[src/rtl/bitclk_pkg.sv]
package bitclk_pkg;
  localparam int unsigned DEF_PSC_W  = 8;
  localparam int unsigned DEF_RATE_W = 8;

  typedef enum logic [1:0] {
    EDGE_NONE  = 2'b00,
    EDGE_LEAD  = 2'b01,
    EDGE_TRAIL = 2'b10
  } edge_e;
endpackage

[src/rtl/bitclk_cfg.sv]
module bitclk_cfg #(
  parameter int unsigned PSC_W  = bitclk_pkg::DEF_PSC_W,
  parameter int unsigned RATE_W = bitclk_pkg::DEF_RATE_W,
  localparam int unsigned HALF_W = PSC_W - 1
) (
  input  logic              clk_i,
  input  logic              rst_ni,
  input  logic              run_i,
  input  logic              cpol_i,
  input  logic [PSC_W-1:0]  psc_i,
  input  logic [RATE_W-1:0] rate_i,
  output logic [HALF_W-1:0] half_o,
  output logic [RATE_W-1:0] rate_o,
  output logic              cpol_o
);
  logic [HALF_W-1:0] half_in;
  logic [HALF_W-1:0] half_q;
  logic [RATE_W-1:0] rate_q;
  logic              cpol_q;

  // prescale P maps to a half-step count P/2; P below 2 acts as 2
  always_comb begin
    half_in = psc_i[PSC_W-1:1];
    if (half_in == '0) half_in = HALF_W'(1);
  end

  always_ff @(posedge clk_i or negedge rst_ni) begin
    if (!rst_ni) begin
      half_q <= HALF_W'(1);
      rate_q <= '0;
      cpol_q <= 1'b0;
    end else if (!run_i) begin
      half_q <= half_in;
      rate_q <= rate_i;
      cpol_q <= cpol_i;
    end
  end

  assign half_o = half_q;
  assign rate_o = rate_q;
  assign cpol_o = cpol_q;


  half_nonzero_chk: assert property (@(posedge clk_i) disable iff (!rst_ni)
    half_q != '0);


  cfg_frozen_chk: assert property (@(posedge clk_i) disable iff (!rst_ni)
    run_i |=> ($stable(half_q) && $stable(rate_q) && $stable(cpol_q)));
endmodule

[src/rtl/bitclk_psc.sv]
module bitclk_psc #(
  parameter int unsigned HALF_W = bitclk_pkg::DEF_PSC_W - 1
) (
  input  logic              clk_i,
  input  logic              rst_ni,
  input  logic              run_i,
  input  logic [HALF_W-1:0] half_i,
  output logic              tick_o
);
  logic [HALF_W-1:0] cnt_q;
  logic              tick;

  assign tick = run_i && (cnt_q == half_i - HALF_W'(1));

  always_ff @(posedge clk_i or negedge rst_ni) begin
    if (!rst_ni)      cnt_q <= '0;
    else if (!run_i)  cnt_q <= '0;
    else if (tick)    cnt_q <= '0;
    else              cnt_q <= cnt_q + HALF_W'(1);
  end

  assign tick_o = tick;


  psc_range_chk: assert property (@(posedge clk_i) disable iff (!rst_ni)
    cnt_q < half_i);


  psc_idle_clear_chk: assert property (@(posedge clk_i) disable iff (!rst_ni)
    !run_i |=> (cnt_q == '0));
endmodule

[src/rtl/bitclk_rate.sv]
module bitclk_rate #(
  parameter int unsigned RATE_W = bitclk_pkg::DEF_RATE_W
) (
  input  logic              clk_i,
  input  logic              rst_ni,
  input  logic              run_i,
  input  logic              tick_i,
  input  logic [RATE_W-1:0] rate_i,
  input  logic              cpol_run_i,
  input  logic              cpol_idle_i,
  output logic              sclk_o,
  output logic              lead_o,
  output logic              trail_o
);
  import bitclk_pkg::*;

  logic [RATE_W-1:0] cnt_q;
  logic              flip;
  logic              sclk_q;
  edge_e             edge_d, edge_q;

  assign flip = tick_i && (cnt_q == rate_i);

  always_comb begin
    edge_d = EDGE_NONE;
    if (run_i && flip) edge_d = (sclk_q == cpol_run_i) ? EDGE_LEAD : EDGE_TRAIL;
  end

  always_ff @(posedge clk_i or negedge rst_ni) begin
    if (!rst_ni) begin
      cnt_q  <= '0;
      sclk_q <= 1'b0;
      edge_q <= EDGE_NONE;
    end else if (!run_i) begin
      cnt_q  <= '0;
      sclk_q <= cpol_idle_i;
      edge_q <= EDGE_NONE;
    end else begin
      edge_q <= edge_d;
      if (tick_i) cnt_q <= flip ? '0 : cnt_q + RATE_W'(1);
      if (flip)   sclk_q <= ~sclk_q;
    end
  end

  assign sclk_o  = sclk_q;
  assign lead_o  = (edge_q == EDGE_LEAD);
  assign trail_o = (edge_q == EDGE_TRAIL);


  rate_range_chk: assert property (@(posedge clk_i) disable iff (!rst_ni)
    cnt_q <= rate_i);
endmodule

[src/rtl/bitclk_gen.sv]
module bitclk_gen #(
  parameter int unsigned PSC_W  = bitclk_pkg::DEF_PSC_W,
  parameter int unsigned RATE_W = bitclk_pkg::DEF_RATE_W
) (
  input  logic              clk_i,
  input  logic              rst_ni,
  input  logic              run_i,
  input  logic              cpol_i,
  input  logic [PSC_W-1:0]  psc_i,
  input  logic [RATE_W-1:0] rate_i,
  output logic              sclk_o,
  output logic              lead_o,
  output logic              trail_o
);
  localparam int unsigned HALF_W = PSC_W - 1;

  logic [HALF_W-1:0] half;
  logic [RATE_W-1:0] rate;
  logic              cpol_q;
  logic              tick;

  bitclk_cfg #(.PSC_W(PSC_W), .RATE_W(RATE_W)) u_cfg (
    .clk_i  (clk_i),
    .rst_ni (rst_ni),
    .run_i  (run_i),
    .cpol_i (cpol_i),
    .psc_i  (psc_i),
    .rate_i (rate_i),
    .half_o (half),
    .rate_o (rate),
    .cpol_o (cpol_q)
  );

  bitclk_psc #(.HALF_W(HALF_W)) u_psc (
    .clk_i  (clk_i),
    .rst_ni (rst_ni),
    .run_i  (run_i),
    .half_i (half),
    .tick_o (tick)
  );

  bitclk_rate #(.RATE_W(RATE_W)) u_rate (
    .clk_i       (clk_i),
    .rst_ni      (rst_ni),
    .run_i       (run_i),
    .tick_i      (tick),
    .rate_i      (rate),
    .cpol_run_i  (cpol_q),
    .cpol_idle_i (cpol_i),
    .sclk_o      (sclk_o),
    .lead_o      (lead_o),
    .trail_o     (trail_o)
  );


  strobe_excl_chk: assert property (@(posedge clk_i) disable iff (!rst_ni)
    $onehot0({lead_o, trail_o}));


  strobe_on_change_chk: assert property (@(posedge clk_i) disable iff (!rst_ni)
    (lead_o || trail_o) |-> (sclk_o != $past(sclk_o)));


  lead_dir_chk: assert property (@(posedge clk_i) disable iff (!rst_ni)
    lead_o |-> (sclk_o != cpol_q));


  idle_level_chk: assert property (@(posedge clk_i) disable iff (!rst_ni)
    !run_i |=> (sclk_o == $past(cpol_i) && !lead_o && !trail_o));
endmodule

[config.mk]
export PLATFORM = sky130hd
export DESIGN_NAME = bitclk_gen
export DESIGN_NICKNAME = d
export VERILOG_FILES = /design/src/rtl/bitclk_pkg.sv /design/src/rtl/bitclk_cfg.sv /design/src/rtl/bitclk_psc.sv /design/src/rtl/bitclk_rate.sv /design/src/rtl/bitclk_gen.sv
export SDC_FILE = /design/constraint.sdc
export NUM_CORES = 1
export LEC_CHECK = 0
export BUFFER_PORTS_ARGS = -buffer_cell sky130_fd_sc_hd__buf_2
export CELL_PAD_IN_SITES_DETAIL_PLACEMENT = 1
export CELL_PAD_IN_SITES_GLOBAL_PLACEMENT = 2
export CORE_MARGIN = 1
export CORE_UTILIZATION = 41
export CTS_CLUSTER_DIAMETER = 150
export DETAILED_ROUTE_END_ITERATION = 8
export GPL_TIMING_DRIVEN = 1
export PLACE_DENSITY_LB_ADDON = 0.1
export SETUP_SLACK_MARGIN = 0.4
export SLEW_MARGIN = 10
export SYNTH_ARGS = -nofsm -noshare
export SYNTH_HDL_FRONTEND = slang
export SYNTH_HIERARCHICAL = 1
export SYNTH_SLANG_ARGS = --single-unit
[constraint.sdc]
create_clock -name clk_i -period 9.3 [get_ports clk_i]
set_clock_uncertainty 0.15 [all_clocks]
set_input_delay 1.86 -clock clk_i [delete_from_list [all_inputs] [get_ports clk_i]]
set_output_delay 1.86 -clock clk_i [all_outputs]
set_load 0.03 [all_outputs]
==> metrics.yaml <==
placed_design:
  dp_hpwl_mm: 2.86
  placed_area_um2: 2020
  portBuffers: 21
  gp_congestion: 0.730
  pre_cts_slack_ns: 4.49
setup_path:
  cp_max_fo: 31
  cp.arrival_ns: 4.56
  cp_num_buf_inv: 1
  crit_type: "in -> reg"
  crit_required_ns: 9.36
  cp_top_family: "simple AND/OR/NAND/NOR gates"
  start_kind: "primary input"
  critPathMaxStageDelay_ns: 0.56
  slowest_stage: "or4_1"
  cp_cell_sequence: "buf_2 > nand3_1 > or4_1 > a31oi_4 > nand2b_1 > nand4_1 > or3_1 > a21oi_1"
  critPathCaptureType: "register"
die:
  die_h_um: 69.6
  die_w_um: 69.6
  pin_count: 23
  start_util_pct: 42.8
  placementRows: 24
  core_area_um2: 4380
  dieArea_um2: 4850
timing:
  worst_pin_slew_ns: 0.753
  slew_violations: 0
  hold_viol: 0
  clock.fmax_mhz: 222
  finalSetupViolCount: 0
  rsz0062_at_grt: "false"
  setup_tns_ns: 0
  hold_ws_ns: 0.370
  fin_ws_ns: 4.80
  finalCritPeriodShare_pct: 48.4
  finalCriticalPeriod_ns: 4.50
  relSlewSlack_pct: 49.8
drt:
  drtPass1Iterations: 4
  vias: 1265
  avgRoutedWirePerCell_um: 16.6
  viasPerCell: 5.41
  drcViolationCount: 0
  ant_nets: 0
  drtIter0Drc: 56
  drt_wl_total_mm: 3.88
clock_tree:
  clock_sinks: 34
  cts_root_buf: "clkbuf_8"
  cts_max_level: 2
  cts_buffers: 5
  cts_tree: "done"
  postCtsSetupBuffers: 0
  cts_hold_buf: 0
  postCtsResizedCells: 0
  clk_pin_slew_ns: 0.07
  worstSkewPairLatency_ns: 0.28
  clockBufferDepth: 2
logic_synthesis:
  yosysTopAreaCell: "dfrtp_1"
  yosys-top-cells-area: "dfrtp_1 (44%), mux2_2 (8.4%), xnor2_1 (7.9%)"
  syn_nets: 180
  synth-warning-count: 6
  ys_seq_area_share_pct: 45.5
  synth-edff-count: 0
  ys_ff_latch: 34
  async_flop_share_pct: 100
  synth_cells: 157
  yosysMostFrequentCell: "dfrtp_1"
  ys_types: 47
  avgSynthCellArea_um2: 11.9
  netlist_top_cells_count: "dfrtp_1 (33), xnor2_1 (17), mux2_2 (14), nor2_1 (12), nand2_1 (10)"
  synth_top_area_share_pct: 44.1
  netlist_area_um2: 1870
  ys.flop_type: "dfrtp_1"
layout:
  n_antenna_cell: 0
  design_area_um2: 2110
  drive_gt1_share_pct: 29.7
  finalNetCount: 204
  area_growth_pct: 12.5
global_route:
  grt_use_met2_pct: 33.4
  grt_pass1_wl_mm: 6.75
  antenna_found_initial: 0
  track_usage_pct: 18.1
  top_usage_layer: "met2"
  grt_max_degree: 35
  use_met1_pct: 20.2
  overflow: 0
  met3_usage_pct: 4.94
  grt_pass1_vias: 1392
power_and_ir_drop:
  leakagePower_uw: 0.000889
  p_per_area_nw_per_um2: 154
  max-vdd-ir-drop_uv: 111
run:
  drv_cap: 0
run_status:
  status: "completed"
min_path:
  hp-class: "reg -> reg"
## sequential cells by signal, indices dropped and copies added, names as in the netlist
name           flops
u_rate/edge_q      2
u_cfg/cpol_o       1
u_psc/cnt_q        7
u_cfg/half_o       7
u_cfg/rate_o       8
u_rate/cnt_q       8
u_rate/sclk_o      1
## cells by family after synthesis
logic type               count (synthesis)  share of synthesized area [%]
AND/OR/NAND/NOR                         55                           18.3
flip-flops                              34                           45.5
XOR/XNOR                                28                           15.5
multiplexers                            16                           9.55
AO/OA/AOI/OAI                           13                           6.94
buffers and inverters                    8                           2.27
adder cells (fa/ha/maj)                  3                           2.00
## metal layers
metal | vias up | wire, um
met2 | 11 | 2150
li1 | 600 | -
met1 | 650 | 1580
met4 | 0 | 46
met3 | 4 | 100
met5 | - | 0
## layout make-up
cell class              count  area, um2
repair buffers             21        105
flip-flops and latches     34        852
clock inverters             1       5.00
well taps                  52       65.1
inverters                   4       15.0
multi-input cells         115        980
clock buffers               7       86.3
fillers                   479       2280
## report_power, final
part / internal, uW / switching, uW / leakage (uW)
clock network: 59.7 / 51.5 / 0.0000482
registers: 157 / 10.3 / 0.000432
logic: 23.2 / 22.2 / 0.000409
## through the flow
stage,instances,utilization (%),total power [uW]
floorplan,157,-,200
global placement,226,46.0,213
detailed placement,226,46.0,217
CTS,234,48.1,329
global route,234,48.1,343
finish,234,48.1,324
## cells in the final DEF (no fill, tap or decap), drive strengths merged
| cell | netlist | routed |
|---|---|---|
| nand2b | 1 | 1 |
| and3b | 1 | 1 |
| o22ai | 2 | 2 |
| nor2b | 2 | 2 |
| nand4b | 2 | 2 |
| xor2 | 8 | 8 |
| o211ai | 1 | 1 |
| a31oi | 2 | 2 |
| nand2 | 10 | 10 |
| o41ai | 1 | 1 |
| dfrtp | 33 | 33 |
| mux2 | 15 | 15 |
| or4b | 1 | 1 |
| buf | 3 | 21 |
| nand3 | 4 | 4 |
| a311o | 1 | 1 |
| nand4 | 5 | 5 |
| or4 | 3 | 3 |
| or3 | 2 | 2 |
| clkbuf | 1 | 7 |
| inv | 4 | 4 |
| and3 | 4 | 4 |
| nor2 | 12 | 12 |
| ha | 3 | 3 |
| o31ai | 2 | 2 |
| xnor2 | 20 | 20 |
| o21bai | 1 | 1 |
| dfstp | 1 | 1 |
| clkinv | 0 | 1 |
| or4bb | 1 | 1 |
| nor4 | 1 | 1 |
| mux2i | 1 | 1 |
| o21ai | 1 | 1 |
| a21oi | 1 | 1 |
| nor3 | 2 | 2 |
| o31a | 1 | 1 |
| nor3b | 4 | 4 |
## worst paths after layout
check / from / end / slack, ns / cells past startpoint
min in group asynchronous: rst_ni / u_rate/sclk_o / 1.50 / 1
max in group asynchronous: rst_ni / u_cfg/rate_o[5] / 7.03 / 1
min reg2reg: u_psc/cnt_q[0] / u_psc/cnt_q[0] / 0.37 / 1
max reg2reg: u_cfg/half_o[0] / u_rate/cnt_q[7] / 5.76 / 10
min: u_psc/cnt_q[0] / u_psc/cnt_q[0] / 0.37 / 1
max: run_i / u_rate/cnt_q[7] / 4.80 / 8
Power figures use the tool's default switching activity.
